`config.mk`:
```
export PLATFORM = sky130hd
export DESIGN_NAME = spi_fifo_ctl
export DESIGN_NICKNAME = d
export VERILOG_FILES = /design/src/rtl/spi_fifo_pkg.sv /design/src/rtl/spi_fifo_store.sv /design/src/rtl/spi_fifo_flags.sv /design/src/rtl/spi_fifo_route.sv /design/src/rtl/spi_fifo_ctl.sv
export SDC_FILE = /design/constraint.sdc
export NUM_CORES = 1
export LEC_CHECK = 0
export ABC_AREA = 0
export BUFFER_PORTS_ARGS = -buffer_cell sky130_fd_sc_hd__buf_2
export CAP_MARGIN = 20
export CORE_ASPECT_RATIO = 0.7
export CORE_MARGIN = 5
export CORE_UTILIZATION = 31
export CTS_CLUSTER_DIAMETER = 40
export DETAILED_ROUTE_END_ITERATION = 7
export PLACE_DENSITY_LB_ADDON = 0.08
export SYNTH_ARGS = -nofsm -noshare
export SYNTH_HDL_FRONTEND = slang
export SYNTH_SLANG_ARGS = --single-unit
```
`constraint.sdc`:
```
create_clock -name clk -period 5.7 [get_ports clk]
set_input_delay 0.285 -clock clk [delete_from_list [all_inputs] [get_ports clk]]
set_output_delay 0.285 -clock clk [all_outputs]
set_load 0.02 [all_outputs]
```
`src/rtl/spi_fifo_pkg.sv`:
```
package spi_fifo_pkg;
  localparam int REG_W = 8;

  localparam logic [1:0] A_CTRL = 2'd0;
  localparam logic [1:0] A_STAT = 2'd1;
  localparam logic [1:0] A_ENAB = 2'd2;
  localparam logic [1:0] A_LVL  = 2'd3;

  // status word bit positions (also enable bits 0..5)
  localparam int B_DONE  = 0;
  localparam int B_EOQ   = 1;
  localparam int B_UNDER = 2;
  localparam int B_FILL  = 3;
  localparam int B_OVER  = 4;
  localparam int B_DRAIN = 5;
  localparam int B_RUN   = 6;

  // control word bit positions
  localparam int C_HALT  = 0;
  localparam int C_TXOFF = 1;
  localparam int C_RXOFF = 2;
  localparam int C_TXFL  = 3;
  localparam int C_RXFL  = 4;
  localparam int C_KEEP  = 5;

  // enable word routing bits
  localparam int E_FILLDMA  = 6;
  localparam int E_DRAINDMA = 7;

  // sticky flag vector indices
  localparam int NSTICKY  = 4;
  localparam int S_DONE   = 0;
  localparam int S_EOQ    = 1;
  localparam int S_UNDER  = 2;
  localparam int S_OVER   = 3;

  typedef struct packed {
    logic halt;
    logic tx_off;
    logic rx_off;
    logic keep;
  } ctrl_t;
endpackage

```
`src/rtl/spi_fifo_store.sv`:
```
module spi_fifo_store #(
  parameter int W     = 16,
  parameter int DEPTH = 4,
  parameter int CW    = $clog2(DEPTH + 1)
) (
  input  logic          clk,
  input  logic          rst_n,
  input  logic          flush,
  input  logic          single,
  input  logic          push,
  input  logic [W-1:0]  wdata,
  input  logic          pop,
  output logic [W-1:0]  head,
  output logic [CW-1:0] count,
  output logic          full,
  output logic          empty
);
  localparam int AW = (DEPTH > 1) ? $clog2(DEPTH) : 1;

  logic [W-1:0]  mem [DEPTH];
  logic [AW-1:0] rptr_q, rptr_d, wptr_q, wptr_d;
  logic [CW-1:0] cnt_q, cnt_d;
  logic          do_push, do_pop, wr_en;

  function automatic logic [AW-1:0] bump(input logic [AW-1:0] p);
    return (p == AW'(DEPTH - 1)) ? '0 : p + 1'b1;
  endfunction

  assign empty   = (cnt_q == '0);
  assign full    = single ? (cnt_q != '0) : (cnt_q >= CW'(DEPTH));
  assign do_pop  = pop & ~empty;
  assign do_push = push & (~full | do_pop);
  assign wr_en   = do_push & ~flush;

  always_comb begin
    rptr_d = rptr_q;
    wptr_d = wptr_q;
    cnt_d  = cnt_q;
    if (flush) begin
      rptr_d = '0;
      wptr_d = '0;
      cnt_d  = '0;
    end else begin
      if (do_pop)  rptr_d = bump(rptr_q);
      if (do_push) wptr_d = bump(wptr_q);
      case ({do_push, do_pop})
        2'b10:   cnt_d = cnt_q + CW'(1);
        2'b01:   cnt_d = cnt_q - CW'(1);
        default: cnt_d = cnt_q;
      endcase
    end
  end

  always_ff @(posedge clk or negedge rst_n) begin
    if (!rst_n) begin
      rptr_q <= '0;
      wptr_q <= '0;
      cnt_q  <= '0;
    end else begin
      rptr_q <= rptr_d;
      wptr_q <= wptr_d;
      cnt_q  <= cnt_d;
    end
  end

  always_ff @(posedge clk) begin
    if (wr_en) mem[wptr_q] <= wdata;
  end

  assign head  = mem[rptr_q];
  assign count = cnt_q;
endmodule

```
`src/rtl/spi_fifo_flags.sv`:
```
module spi_fifo_flags #(
  parameter int N = 4
) (
  input  logic         clk,
  input  logic         rst_n,
  input  logic [N-1:0] set,
  input  logic [N-1:0] clr,
  output logic [N-1:0] q
);
  logic [N-1:0] q_r, q_d;

  for (genvar i = 0; i < N; i++) begin : g_bit
    // a new event outranks a clear arriving in the same cycle
    assign q_d[i] = set[i] | (q_r[i] & ~clr[i]);
  end

  always_ff @(posedge clk or negedge rst_n) begin
    if (!rst_n) q_r <= '0;
    else        q_r <= q_d;
  end

  assign q = q_r;
endmodule

```
`src/rtl/spi_fifo_route.sv`:
```
module spi_fifo_route
  import spi_fifo_pkg::*;
(
  input  logic [NSTICKY-1:0] sticky,
  input  logic               fill,
  input  logic               drain,
  input  logic [REG_W-1:0]   en,
  output logic               irq,
  output logic               dma_tx,
  output logic               dma_rx
);
  logic fill_on, drain_on;

  assign fill_on  = fill  & en[B_FILL];
  assign drain_on = drain & en[B_DRAIN];

  assign dma_tx = fill_on  &  en[E_FILLDMA];
  assign dma_rx = drain_on &  en[E_DRAINDMA];

  assign irq = (sticky[S_DONE]  & en[B_DONE])
             | (sticky[S_EOQ]   & en[B_EOQ])
             | (sticky[S_UNDER] & en[B_UNDER])
             | (sticky[S_OVER]  & en[B_OVER])
             | (fill_on  & ~en[E_FILLDMA])
             | (drain_on & ~en[E_DRAINDMA]);
endmodule

```
`src/rtl/spi_fifo_ctl.sv`:
```
module spi_fifo_ctl
  import spi_fifo_pkg::*;
#(
  parameter int DATA_W   = 16,
  parameter int TX_DEPTH = 4,
  parameter int RX_DEPTH = 4
) (
  input  logic              clk,
  input  logic              rst_n,
  input  logic              reg_wr,
  input  logic [1:0]        reg_addr,
  input  logic [REG_W-1:0]  reg_wdata,
  output logic [REG_W-1:0]  reg_rdata,
  input  logic              host_tx_push,
  input  logic [DATA_W-1:0] host_tx_data,
  input  logic              host_rx_pop,
  output logic [DATA_W-1:0] host_rx_data,
  input  logic              sh_pop,
  output logic              sh_tx_valid,
  output logic [DATA_W-1:0] sh_tx_data,
  input  logic              sh_push,
  input  logic [DATA_W-1:0] sh_rx_data,
  input  logic              sh_done,
  input  logic              sh_eoq,
  output logic              irq,
  output logic              dma_tx_req,
  output logic              dma_rx_req
);
  localparam int TX_CW = $clog2(TX_DEPTH + 1);
  localparam int RX_CW = $clog2(RX_DEPTH + 1);

  ctrl_t             ctl_q, ctl_d;
  logic [REG_W-1:0]  en_q, en_d;
  logic              wr_ctrl, wr_stat, wr_enab;
  logic              tx_flush, rx_flush, run;
  logic              tx_full, tx_empty, rx_full, rx_empty;
  logic [TX_CW-1:0]  tx_cnt;
  logic [RX_CW-1:0]  rx_cnt;
  logic              tx_pop, sh_in, host_pop_ok, rx_over_evt, rx_drop_old, rx_pop;
  logic [NSTICKY-1:0] ev_set, ev_clr, sticky_q;
  logic              fill, drain;
  logic [REG_W-1:0]  stat_word;

  assign wr_ctrl  = reg_wr & (reg_addr == A_CTRL);
  assign wr_stat  = reg_wr & (reg_addr == A_STAT);
  assign wr_enab  = reg_wr & (reg_addr == A_ENAB);
  assign tx_flush = wr_ctrl & reg_wdata[C_TXFL];
  assign rx_flush = wr_ctrl & reg_wdata[C_RXFL];
  assign run      = ~ctl_q.halt;

  // control and enable registers: next state
  always_comb begin
    ctl_d = ctl_q;
    en_d  = en_q;
    if (wr_ctrl) begin
      ctl_d.halt   = reg_wdata[C_HALT];
      ctl_d.tx_off = reg_wdata[C_TXOFF];
      ctl_d.rx_off = reg_wdata[C_RXOFF];
      ctl_d.keep   = reg_wdata[C_KEEP];
    end
    if (wr_enab) en_d = reg_wdata;
  end

  always_ff @(posedge clk or negedge rst_n) begin
    if (!rst_n) begin
      ctl_q <= '{halt: 1'b1, tx_off: 1'b0, rx_off: 1'b0, keep: 1'b0};
      en_q  <= '0;
    end else begin
      ctl_q <= ctl_d;
      en_q  <= en_d;
    end
  end

  // transmit side
  assign tx_pop = sh_pop & run;

  spi_fifo_store #(.W(DATA_W), .DEPTH(TX_DEPTH), .CW(TX_CW)) u_txq (
    .clk   (clk),
    .rst_n (rst_n),
    .flush (tx_flush),
    .single(ctl_q.tx_off),
    .push  (host_tx_push),
    .wdata (host_tx_data),
    .pop   (tx_pop),
    .head  (sh_tx_data),
    .count (tx_cnt),
    .full  (tx_full),
    .empty (tx_empty)
  );

  // receive side
  assign sh_in       = sh_push & run;
  assign host_pop_ok = host_rx_pop & ~rx_empty;
  assign rx_over_evt = sh_in & rx_full & ~host_pop_ok;
  assign rx_drop_old = rx_over_evt & ctl_q.keep;
  assign rx_pop      = host_rx_pop | rx_drop_old;

  spi_fifo_store #(.W(DATA_W), .DEPTH(RX_DEPTH), .CW(RX_CW)) u_rxq (
    .clk   (clk),
    .rst_n (rst_n),
    .flush (rx_flush),
    .single(ctl_q.rx_off),
    .push  (sh_in),
    .wdata (sh_rx_data),
    .pop   (rx_pop),
    .head  (host_rx_data),
    .count (rx_cnt),
    .full  (rx_full),
    .empty (rx_empty)
  );

  // sticky events
  always_comb begin
    ev_set          = '0;
    ev_set[S_DONE]  = sh_done & run;
    ev_set[S_EOQ]   = sh_done & sh_eoq & run;
    ev_set[S_UNDER] = tx_pop & tx_empty;
    ev_set[S_OVER]  = rx_over_evt;
    ev_clr          = '0;
    if (wr_stat) begin
      ev_clr[S_DONE]  = reg_wdata[B_DONE];
      ev_clr[S_EOQ]   = reg_wdata[B_EOQ];
      ev_clr[S_UNDER] = reg_wdata[B_UNDER];
      ev_clr[S_OVER]  = reg_wdata[B_OVER];
    end
  end

  spi_fifo_flags #(.N(NSTICKY)) u_flags (
    .clk  (clk),
    .rst_n(rst_n),
    .set  (ev_set),
    .clr  (ev_clr),
    .q    (sticky_q)
  );

  assign fill  = ~tx_full;
  assign drain = ~rx_empty;

  spi_fifo_route u_route (
    .sticky(sticky_q),
    .fill  (fill),
    .drain (drain),
    .en    (en_q),
    .irq   (irq),
    .dma_tx(dma_tx_req),
    .dma_rx(dma_rx_req)
  );

  assign sh_tx_valid = run & ~tx_empty;

  always_comb begin
    stat_word          = '0;
    stat_word[B_DONE]  = sticky_q[S_DONE];
    stat_word[B_EOQ]   = sticky_q[S_EOQ];
    stat_word[B_UNDER] = sticky_q[S_UNDER];
    stat_word[B_FILL]  = fill;
    stat_word[B_OVER]  = sticky_q[S_OVER];
    stat_word[B_DRAIN] = drain;
    stat_word[B_RUN]   = run;
  end

  always_comb begin
    reg_rdata = '0;
    case (reg_addr)
      A_CTRL: begin
        reg_rdata[C_HALT]  = ctl_q.halt;
        reg_rdata[C_TXOFF] = ctl_q.tx_off;
        reg_rdata[C_RXOFF] = ctl_q.rx_off;
        reg_rdata[C_KEEP]  = ctl_q.keep;
      end
      A_STAT:  reg_rdata = stat_word;
      A_ENAB:  reg_rdata = en_q;
      default: reg_rdata = {4'(rx_cnt), 4'(tx_cnt)};
    endcase
  end
endmodule

```
==> run summary, run 1 <==
The run finished with clean final reports. The classification of the worst-slack hold path was in -> reg. Of the cells placed in the final design, the portion with a size suffix greater than 1 is 40.2%. The logs give 0 for the number of remaining DRC errors and 31.6% for the starting density of the core. Summed over all failing endpoints, the final setup total negative slack is 0 ns. The chip width works out to 184 microns.

Summing all placed instances gives a cell area of 7320 sq um. For the post-route cell area, the log shows 7930 sq um. A synthesized cell averages 18.4 sq um. Entering global routing, the biggest net connects 31 pins. The floorplan step set the die height to 132 microns.

Global routing used 17.5% of the available met2 tracks. The placer's final routability congestion estimate came out at 0.749. STA classifies the critical path endpoint as a flip-flop.

Most area-hungry cell type in the Yosys netlist: edfxtp_1. Synthesis inferred 158 register bits. The required time of the critical path was 5.75 ns. The area growth from synthesis to final layout works out to 20.9%. The pre-antenna-repair detailed-routing pass consisted of 4 iterations. The Yosys step of the flow raised 0 warnings. The floorplan step defined a die boundary enclosing 24200 sq um. The count of nets left with antenna violations once routing finished came out at 0. TritonCTS built the clock tree.

The detailed-route vias per instance was 4.70; the total inserted antenna cells was 0. Post-layout minimum cycle time: 2.40 ns. The maximum buffer depth of the clock tree is 2, and the area of the core is 20800 sq um. The number of nets in the synthesized netlist is 420. The tools report the global-route track usage on met3 as 3.51%. For this run, the total global-route usage over all layers was measured as 11.8%.

Sorting the synthesized cells by how often they occur yields edfxtp_1 (128), mux4_2 (36), dfrtp_1 (29). Based on the critical path, the design can be clocked at up to 416 MHz. The number of I/O pins was 95.

After clock tree synthesis, the clock-pin slew on the worst setup and hold paths is 0.07 ns. For this run, asynchronously set or reset flops after synthesis account for 19.0%. In this run the biggest area consumer among cell types represents 58.6% of the synthesized area.

Overall power consumption after layout is estimated at 3.79 mW. The number of flops mapped to enable cells by yosys came out at 128. The first routing iteration left 218 violations. For this design, the slowest cell found on the critical path is and2_1.

The detailed placer's ending HPWL was 9.42 mm; the mapped cell area was 6560 sq um. The reported leakage power was 2.91 nW; the relative slew slack was 38.7%. Dividing the detail-routed wire length by the instance count gives 18.5 microns. The number of gates resized after CTS was 0. Classification of the worst setup path: reg -> reg.

The overall routed net length was 13.8 mm. The number of antenna violations at the first check in global routing is 0. For this run, the slowest stage of the critical path takes 0.74 ns. The power density normalized to cell area is 478 nW/um^2, and the final layout net count is 523. Synthesis produced a netlist whose cell count is 357. In this run the worst path has a maximum fanout of 16. For met1 alone, demand over resource in global routing was 16.8%. The tools report the clock latency reported for the late side of the worst-skew pair as 0.42 ns. The total count of max-transition violations in the final report came out at 0. The clock arrives with 0.00879 ns of skew. Number of hold violations in the final report: 0. The layer flagged by global routing as most heavily used is met2. The final-report setup violation count was 0; the data arrival time of the critical path was 2.45 ns.

The critical path buffer and inverter count came out at 0. Traced cell by cell, the critical path runs through o21a_1, a211oi_2, nor2b_1, and2_1. Sorting the synthesized cells by area gives the leading types as edfxtp_1 (59%), mux4_2 (12%), dfrtp_1 (11%). The logs give 4 for the number of levels in the clock H-tree and 38.2% for the final cell utilization of the core. The number of sinks driven by the clock tree was 158; the total via count after detailed routing was 3522.

The first global-routing pass estimated 21.7 mm of wire. Setup repair after global routing left no endpoint under its margin. The part of the Yosys area used for sequential elements is 70.1%. The most common cell in the synthesized netlist is edfxtp_1.

The number of rows in the core area was 44. The count of maximum capacitance violations is 0. The predominant post-synthesis flop cell is edfxtp_1. Yosys mapped the design onto 49 distinct sky130hd cell types.

The worst ir drop on vdd is 0.175 mV, and the via count of the first global-routing pass is 3769. The total overflow reported by the global router was 0; the number of buffers added by the clock tree synthesis step was 17. The total of buffers placed on input and output ports is 94. The pin slew with the least headroom to its limit was 0.920 ns; the ratio of final minimum period to clock period was 42.2%. The family of cells with the greatest summed delay on the critical path is simple AND/OR/NAND/NOR gates. The library cell used as clock root buffer was clkbuf_16. Kind of launch point of the worst setup path: a flip-flop.
## metrics by stage
step           std cells  worst slack [ns]  hold WS [ns]
2_1_floorplan        357              3.47       -0.0106
3_3_place_gp         716              3.27         0.390
3_5_place_dp         716              3.25         0.401
4_1_cts              749              3.23        0.0507
5_1_grt              749              3.08        0.0569
6_report             749              3.30        0.0762
## layer usage
layer | up-vias | part of all wire [%]
li1 | 1631 | -
met1 | 1804 | 48
met2 | 77 | 46
met3 | 10 | 5.2
met4 | 0 | 1.0
met5 | - | 0
## area by class of cell
class | instances | area, sq um
multi-input combinational | 176 | 1850
tap | 276 | 345
fill | 1928 | 12800
clock buffer | 17 | 425
sequential | 158 | 4600
inverter | 10 | 38.8
clock inverter | 15 | 171
timing repair buffer | 97 | 495
## cell usage in the layout (no fill, tap or decap), types with 4 or more instances in the layout
cell and count:
edfxtp_1 128, buf_2 94, mux4_2 36, dfrtp_1 29, nand2_1 17, clkbuf_16 17, nor2_1 14, mux2_2 13
ha_1 10, inv_1 9, o21ai_0 8, nor3_1 6, a22o_1 6, and2_1 6, and3_1 6, mux2i_1 5
a21oi_1 5, clkinv_8 5, nor2b_1 4, inv_6 4
## state kept, by name, indices dropped and copies added, names as in the netlist, 3 cells and up
signal / count
ctl_q: 4
u_rxq.count: 3
en_q: 8
u_txq.mem: 64
u_rxq.mem: 64
u_txq.count: 3
u_flags.q: 4
## cell families (layout without fill, tap and decap cells)
logic type	Yosys count	count (layout)	synth area share (%)
compound gates	36	36	3.85
fa+ha+maj	12	12	2.52
buf+inv	23	139	1.66
flops	158	158	70.1
mux	54	54	15.4
simple gates	74	74	6.53
## power by group
| group | leakage, nW | switching, mW | internal [mW] |
|---|---|---|---|
| Combinational | 1.11 | 0.601 | 0.484 |
| Clock | 0.283 | 0.519 | 0.588 |
| Sequential | 1.52 | 0.165 | 1.43 |
| Total | 2.91 | 1.29 | 2.50 |
## final timing paths
kind	slack, ns	end	startpoint	cells past startpoint
worst max-delay path	3.30	u_rxq.mem[1][2]$_DFFE_PP_	u_rxq.count[1]$_DFFE_PN0P_	4
worst min-delay path	0.08	u_rxq.mem[3][1]$_DFFE_PP_	sh_rx_data[1]	1
worst max register to register	3.30	u_rxq.mem[1][2]$_DFFE_PP_	u_rxq.count[1]$_DFFE_PN0P_	4
worst min register to register	0.53	u_flags.q[0]$_DFF_PN0_	u_flags.q[0]$_DFF_PN0_	1
max in group asynchronous	4.75	u_txq.wptr_q[0]$_DFFE_PN0P_	rst_n	2
min in group asynchronous	0.46	en_q[6]$_DFFE_PN0P_	rst_n	2
## what timing repair did
item | CTS | global route
buffers inserted | 0 | 0
hold buffers | 1 | 0
endpoints found under the setup margin | 0 | 0
hold endpoints to repair | 29 | 0
Power figures use the tool's default switching activity.
==> inputs of run 2 (changes only) <==
- clock period: 5.7 -> 2.5 ns (I/O delays scaled with it)
==> run summary, run 2 (synthesis gave the netlist of run 1 again) <==
The number of cells on the worst hold path was 3; the detailed-route vias per instance was 4.63. From bottom edge to top edge, the die measures 132 microns. Reported leakage power: 3.18 nW. The clock tree synthesis step divided the H-tree into 4 levels.

TritonCTS created 17 clock buffers. Of the cells placed in the final design, the portion with a size suffix greater than 1 is 38.7%. After floorplanning, the core was divided into 44 placement rows. The largest clock skew in the final design was 0.0172 ns; the total count of max-transition violations in the final report was 0. In this run the worst hold path is classified as in -> reg. The global-route total usage across every layer came out at 12.1%.

Setup repair after global routing left no endpoint under its margin. Dividing the final minimum period by the clock period gives 91.9%. The floorplan step defined a die boundary enclosing 24200 sq um. For this block, the initial DRC count from the detailed router was 184. The floorplan step defined a core boundary enclosing 20800 sq um. The final-report setup violation count came out at 0. After the last flow step, the layout net total stands at 582. STA puts the critical path data required time at 2.85 ns. Before antenna repair, the detailed router went through 4 iterations.

The initial utilization of the core area, before any placement, comes to 31.6%. Total inserted antenna cells: 0. The number of hold violations in the final report was 0; the peak fanout along the critical path was 7.

The tool flagged a number of max-cap violations equal to 0. Across all register-to-register paths, the minimum setup slack is 0.20 ns. For this run, design rule violations remaining after detail routing come to 0.

The clock latency reported for the late side of the worst-skew pair is 0.43 ns. Most frequent standard cell in the layout excluding fill and tap cells: edfxtp_1. The maximum buffer depth of the clock tree is 2. The cell sitting at the root of the clock tree is a clkbuf_16. The worst setup path is captured at a flip-flop. The run finished with clean final reports. IR analysis of the VDD net gives a maximum drop of 0.456 mV. The wire length per cell works out to 17.4 microns. The number of buffers added for setup after CTS is 0, and the number of sinks driven by the clock tree is 158.

The via count of the first global-routing pass was 4020. For the overall routed net length, the log shows 14.1 mm. The endpoint of the worst hold path was u_txq.wptr_q[1]$_DFFE_PN0P_. The detailed placer's ending HPWL was 9.54 mm.

The first global-routing pass estimated 22.4 mm of wire. The relative slew slack was 35.5%. Clock-pin slew was measured on the worst setup and hold paths at 0.07 ns. For the filler cell count, the log shows 1908. The post-layout minimum cycle time is 2.30 ns, and the number of antenna violations at the first check in global routing is 0. The total overflow left after global routing is 0. Summing over every cut layer, the via total after detailed routing is 3743. The origin of the critical flop-to-flop path was ctl_q[3]$_DFFE_PN1P_. The count of nets left with antenna violations once routing finished came out at 0.

The chip width was 184 microns; the area growth from synthesis to final layout was 29.6%. At the pin with the least slew margin, the transition time is 0.967 ns. In this run the count of I/O pins placed on the die edge is 95. The run gives 0.0291 ns as the final hold slack.

Endpoint of the most critical register-to-register path: u_rxq.count[2]$_DFFE_PN0P_. The power density normalized to cell area is 1040 nW/um^2. TritonCTS built the clock tree. In this run the most critical hold path is launched from host_tx_push. Routability-driven placement finished with a final weighted congestion of 0.720.

Cells fill 40.9% of the core in the end. The worst setup path is launched from a flip-flop. Depth of the most critical reg-to-reg path: 7. Total of buffers placed on input and output ports: 94. The logs give 2.65 ns for the data arrival time of the critical path and 31 for the pin count of the biggest net entering global routing.

Setup total negative slack on the finished layout was measured at 0 ns. In the final layout, the registers with the most flip-flops are u_rxq.mem x64, u_txq.mem x64, en_q x8. The worst setup path is of the reg -> reg kind. In the layout the commonest cells are edfxtp_1 (128), buf_2 (94), dlygate4sd3_1 (44), mux4_2 (36), dfrtp_1 (29). The tools report the fmax as 435 MHz.
[run 2: changes by cell type in the layout (fill, tap and decap cells not counted), sizes merged]
cell / previous run / this run
clkinvlp: 2 / 0
buf: 96 / 112
clkinv: 8 / 7
dlygate4sd3: 1 / 44
inv: 15 / 18
[run 2: area by class of cell]
| class | instances | area [sq um] | share of cell area, % |
|---|---|---|---|
| Sequential cell | 158 | 4600 | 54.1 |
| Clock inverter | 15 | 179 | 2.11 |
| Tap cell | 276 | 345 | 4.06 |
| Inverter | 10 | 38.8 | 0.457 |
| Timing Repair Buffer | 156 | 1060 | 12.5 |
| Multi-Input combinational cell | 176 | 1850 | 21.8 |
| Clock buffer | 17 | 425 | 5.01 |
[run 2: worst max-delay path by stage]
stage	from	endpoint	slack (ns)	depth (start not counted)
floorplan	ctl_q[3]$_DFFE_PN1P_	u_rxq.count[2]$_DFFE_PN0P_	0.27	7
global placement	ctl_q[3]$_DFFE_PN1P_	u_rxq.count[2]$_DFFE_PN0P_	0.24	7
detailed placement	ctl_q[3]$_DFFE_PN1P_	u_rxq.count[2]$_DFFE_PN0P_	0.22	7
CTS	ctl_q[3]$_DFFE_PN1P_	u_rxq.count[2]$_DFFE_PN0P_	0.19	7
global route	ctl_q[3]$_DFFE_PN1P_	u_rxq.count[2]$_DFFE_PN0P_	0.09	7
finish	ctl_q[3]$_DFFE_PN1P_	u_rxq.count[2]$_DFFE_PN0P_	0.20	7
[run 2: stage by stage]
stage                     power, mW  instances  worst slack, ns  area (sq um)
after floorplan                5.42        357            0.269          6560
after global placement         6.35        732            0.237          7450
after detailed placement       6.38        732            0.218          7450
after CTS                      9.04        808            0.187          8500
after global routing           9.39        808           0.0920          8500
final                          8.88        808            0.203          8500
[run 2: critical path, cell delays in order (launching register included)]
cell	delay, ns
dfstp_2	0.55
nand2b_4	0.16
and3_4	0.21
clkinv_2	0.07
fa_1	0.39
or4_4	0.53
a21o_1	0.20
a21oi_2	0.12
[run 2: timing repair]
item / 4_1_cts / 5_1_grt
hold buffers: 44 / 0
hold endpoints to repair: 170 / 0
gates resized for setup: 0 / 0
[run 2: layer usage]
layer	GRT usage [%]	share of wire, %
met2	17.5	44
met4	3.94	1.2
met5	0	0
met1	17.6	50
met3	3.43	4.6
[run 2: power by group]
part           total [mW]  internal (mW)  switching (mW)
logic                2.75           1.25            1.50
clock network        2.57           1.36            1.21
registers            3.55           3.26           0.293
==> inputs of run 3 (changes only) <==
- CELL_PAD_IN_SITES_DETAIL_PLACEMENT: default -> 0
- CELL_PAD_IN_SITES_GLOBAL_PLACEMENT: default -> 1
- REMOVE_ABC_BUFFERS: default -> 1
==> run summary, run 3 (synthesis gave the netlist of run 1 again) <==
The flow ran to the end, and the final reports show no timing, DRC or antenna violations. For the pin with the worst max-slew slack, the measured transition is 0.901 ns. The start point of the worst min-delay path is host_tx_push. The relative slew slack was 39.9%.

The count of hold-fix buffers inserted at cts came out at 44. Setup violations remaining at the end of the flow were counted as 0. Classification of the worst setup path: reg -> reg.

The pin count of the biggest net entering global routing is 31, and the total count of max-transition violations in the final report is 0. For the area occupied by multi-input gates, the log shows 1850 sq um. Detailed routing inserted a total of 3750 vias. TritonCTS built the clock tree. The detailed-route vias per instance is 4.66, and the final hold slack is 0.0364 ns.

Global-route layer with the greatest usage: met1. The power density normalized to cell area was 1050 nW/um^2; the area growth from synthesis to final layout was 29.3%. The tools report the register-to-register setup slack as 0.24 ns. The total of buffers placed on input and output ports came out at 94. Filler cell count: 1918.

The tools report the met2 demand-to-capacity share in global routing as 18.1%. The number of I/O pins is 95, and the data arrival time of the critical path is 2.61 ns. The total area inside the core boundary comes to 20800 sq um.

The number of buffers added by the clock tree synthesis step came out at 17. Max-cap violations in this run came to 0. Summing all flip-flop and latch instances after layout gives 4600 sq um. At the end of the flow, the number of nets in the layout was 579. Summed over all layers, the routed wires come to 14.5 mm. Global routing consumed, on the met3 layer, 4.06% of the routing resources. After detailed routing, the average wire length per cell comes to 18.0 microns.

After clock tree synthesis, the clock-pin slew on the worst setup and hold paths is 0.07 ns. The repair_antennas step left the layout with diodes totalling 0. For the area enclosed by the die boundary, the log shows 24200 sq um. The number of rows in the core area was 44. Traced cell by cell, the critical path runs through nand2b_4, and3_4, clkinv_2, fa_1, or4_4, a21o_1, a21oi_2. The chip height is 132 microns. Setup repair after global routing left no endpoint under its margin.

Global routing consumed, on the met1 layer, 18.3% of the routing resources. In the finished design, the share of the clock period the worst path needs comes to 90.2%. The reported leakage power is 3.17 nW, and the number of violations reported at the end of detailed-routing iteration 0 is 207.

Counting along the longest clock path gives a buffer depth of 2. STA puts the critical path data required time at 2.86 ns. The clock latency reported for the late side of the worst-skew pair is 0.42 ns. Gates resized during post-CTS repair numbered 0. The fmax came out at 443 MHz. Among all stages on the critical path, the largest delay is contributed by dfstp_2.

The tools report the origin of the critical flop-to-flop path as ctl_q[3]$_DFFE_PN1P_. The number of levels in the clock H-tree is 4. Total power for the finished layout comes to 8.90 mW. For the number of hold violations in the final report, the log shows 0. The run gives 3945 as the via count of the first global-routing pass.

In this run the remaining antenna-violating nets after routing total 0. For hold timing, the worst endpoint is u_txq.wptr_q[1]$_DFFE_PN0P_. The endpoint of the most critical register-to-register path is u_rxq.count[2]$_DFFE_PN0P_. Final cell utilization of the core: 40.9%.

The logs give 0.350 mV for the worst ir drop on vdd and 0 for the number of antenna violations at the first check in global routing. On the worst path, the slowest cell contributes a delay of 0.53 ns. The initial utilization of the core area, before any placement, comes to 31.6%. The wire-length estimate of the detail-placed layout is 9.53 mm. The number of buffers added for setup after CTS is 0. On the final layout, the worst clock skew is 0.0107 ns.

The peak fanout along the critical path is 7, and the number of sinks driven by the clock tree is 158. The post-layout minimum cycle time came out at 2.26 ns. The worst hold path passes through 3 cells. The largest registers in the layout are u_rxq.mem x64, u_txq.mem x64, en_q x8. The classification of the worst-slack hold path was in -> reg. STA classifies the critical path startpoint as a flip-flop. The congestion estimate from routability-driven global placement came to 0.765. After routing, the total negative slack on setup checks comes to 0 ns. The run gives 0 as the number of remaining DRC errors. Number of iterations in the first detailed-routing pass: 5.

In the layout the commonest cells are edfxtp_1 (128), buf_2 (94), dlygate4sd3_1 (44), mux4_2 (36), dfrtp_1 (29). The worst register-to-register path has a depth of 7. After global routing the overflow that remains totals 0.

Chip width: 184 microns. The worst setup path is captured at a flip-flop. Across every metal layer, demand over resource in global routing totals 12.5%. Leaving out fill and tap cells, the most frequent cell in the layout is edfxtp_1. The first global-routing pass estimated 23.2 mm of wire. The tools report the library cell used as clock root buffer as clkbuf_16. The fraction of layout instances using a drive strength above 1 came out at 38.4%.
==> run 3: cell count changes in the layout (fill, tap and decap cells not counted) <==
cell and delta:
bufinv_16 +1, inv_8 +1, clkinv_4 +1, inv_6 -1
buf_4 -3, clkinv_8 -2
==> run 3: how the worst max path moves through the flow <==
stage | start | endpoint | slack (ns)
3_3_place_gp | ctl_q[3]$_DFFE_PN1P_ | u_rxq.count[2]$_DFFE_PN0P_ | 0.27
2_1_floorplan | ctl_q[3]$_DFFE_PN1P_ | u_rxq.count[2]$_DFFE_PN0P_ | 0.27
4_1_cts | ctl_q[3]$_DFFE_PN1P_ | u_rxq.count[2]$_DFFE_PN0P_ | 0.24
3_5_place_dp | ctl_q[3]$_DFFE_PN1P_ | u_rxq.count[2]$_DFFE_PN0P_ | 0.24
5_1_grt | ctl_q[3]$_DFFE_PN1P_ | u_rxq.count[2]$_DFFE_PN0P_ | 0.16
6_report | ctl_q[3]$_DFFE_PN1P_ | u_rxq.count[2]$_DFFE_PN0P_ | 0.24
==> run 3: cell type report <==
class / count / area share (%)
repair buffers: 153 / 12.2
clock inverters: 15 / 2.21
well taps: 276 / 4.07
clock buffers: 17 / 5.02
inverters: 10 / 0.457
multi-input cells: 176 / 21.8
flip-flops and latches: 158 / 54.2
==> run 3: report_power, final <==
part	internal (mW)	switching, mW
Clock	1.45	1.19
Combinational	1.21	1.46
Sequential	3.26	0.338
==> run 3: routing by layer <==
| metal | wire length, microns | vias to the layer above |
|---|---|---|
| li1 | - | 1739 |
| met5 | 0 | - |
| met3 | 866 | 8 |
| met1 | 7150 | 1912 |
| met2 | 6380 | 91 |
| met4 | 133 | 0 |
==> run 3: through the flow <==
stage | area (sq um) | std cells | worst slack (ns)
2_1_floorplan | 6490 | 344 | 0.269
4_1_cts | 8480 | 805 | 0.239
3_5_place_dp | 7430 | 729 | 0.243
3_3_place_gp | 7430 | 729 | 0.270
5_1_grt | 8480 | 805 | 0.162
6_report | 8480 | 805 | 0.244
==> run 3: worst max-delay path: cells and delay by family (launching register included) <==
family | cells | cell delay [ns]
flip-flops | 1 | 0.53
adder cells (fa/ha/maj) | 1 | 0.38
AND/OR/NAND/NOR | 3 | 0.90
buffers and inverters | 1 | 0.07
AO/OA/AOI/OAI | 2 | 0.32
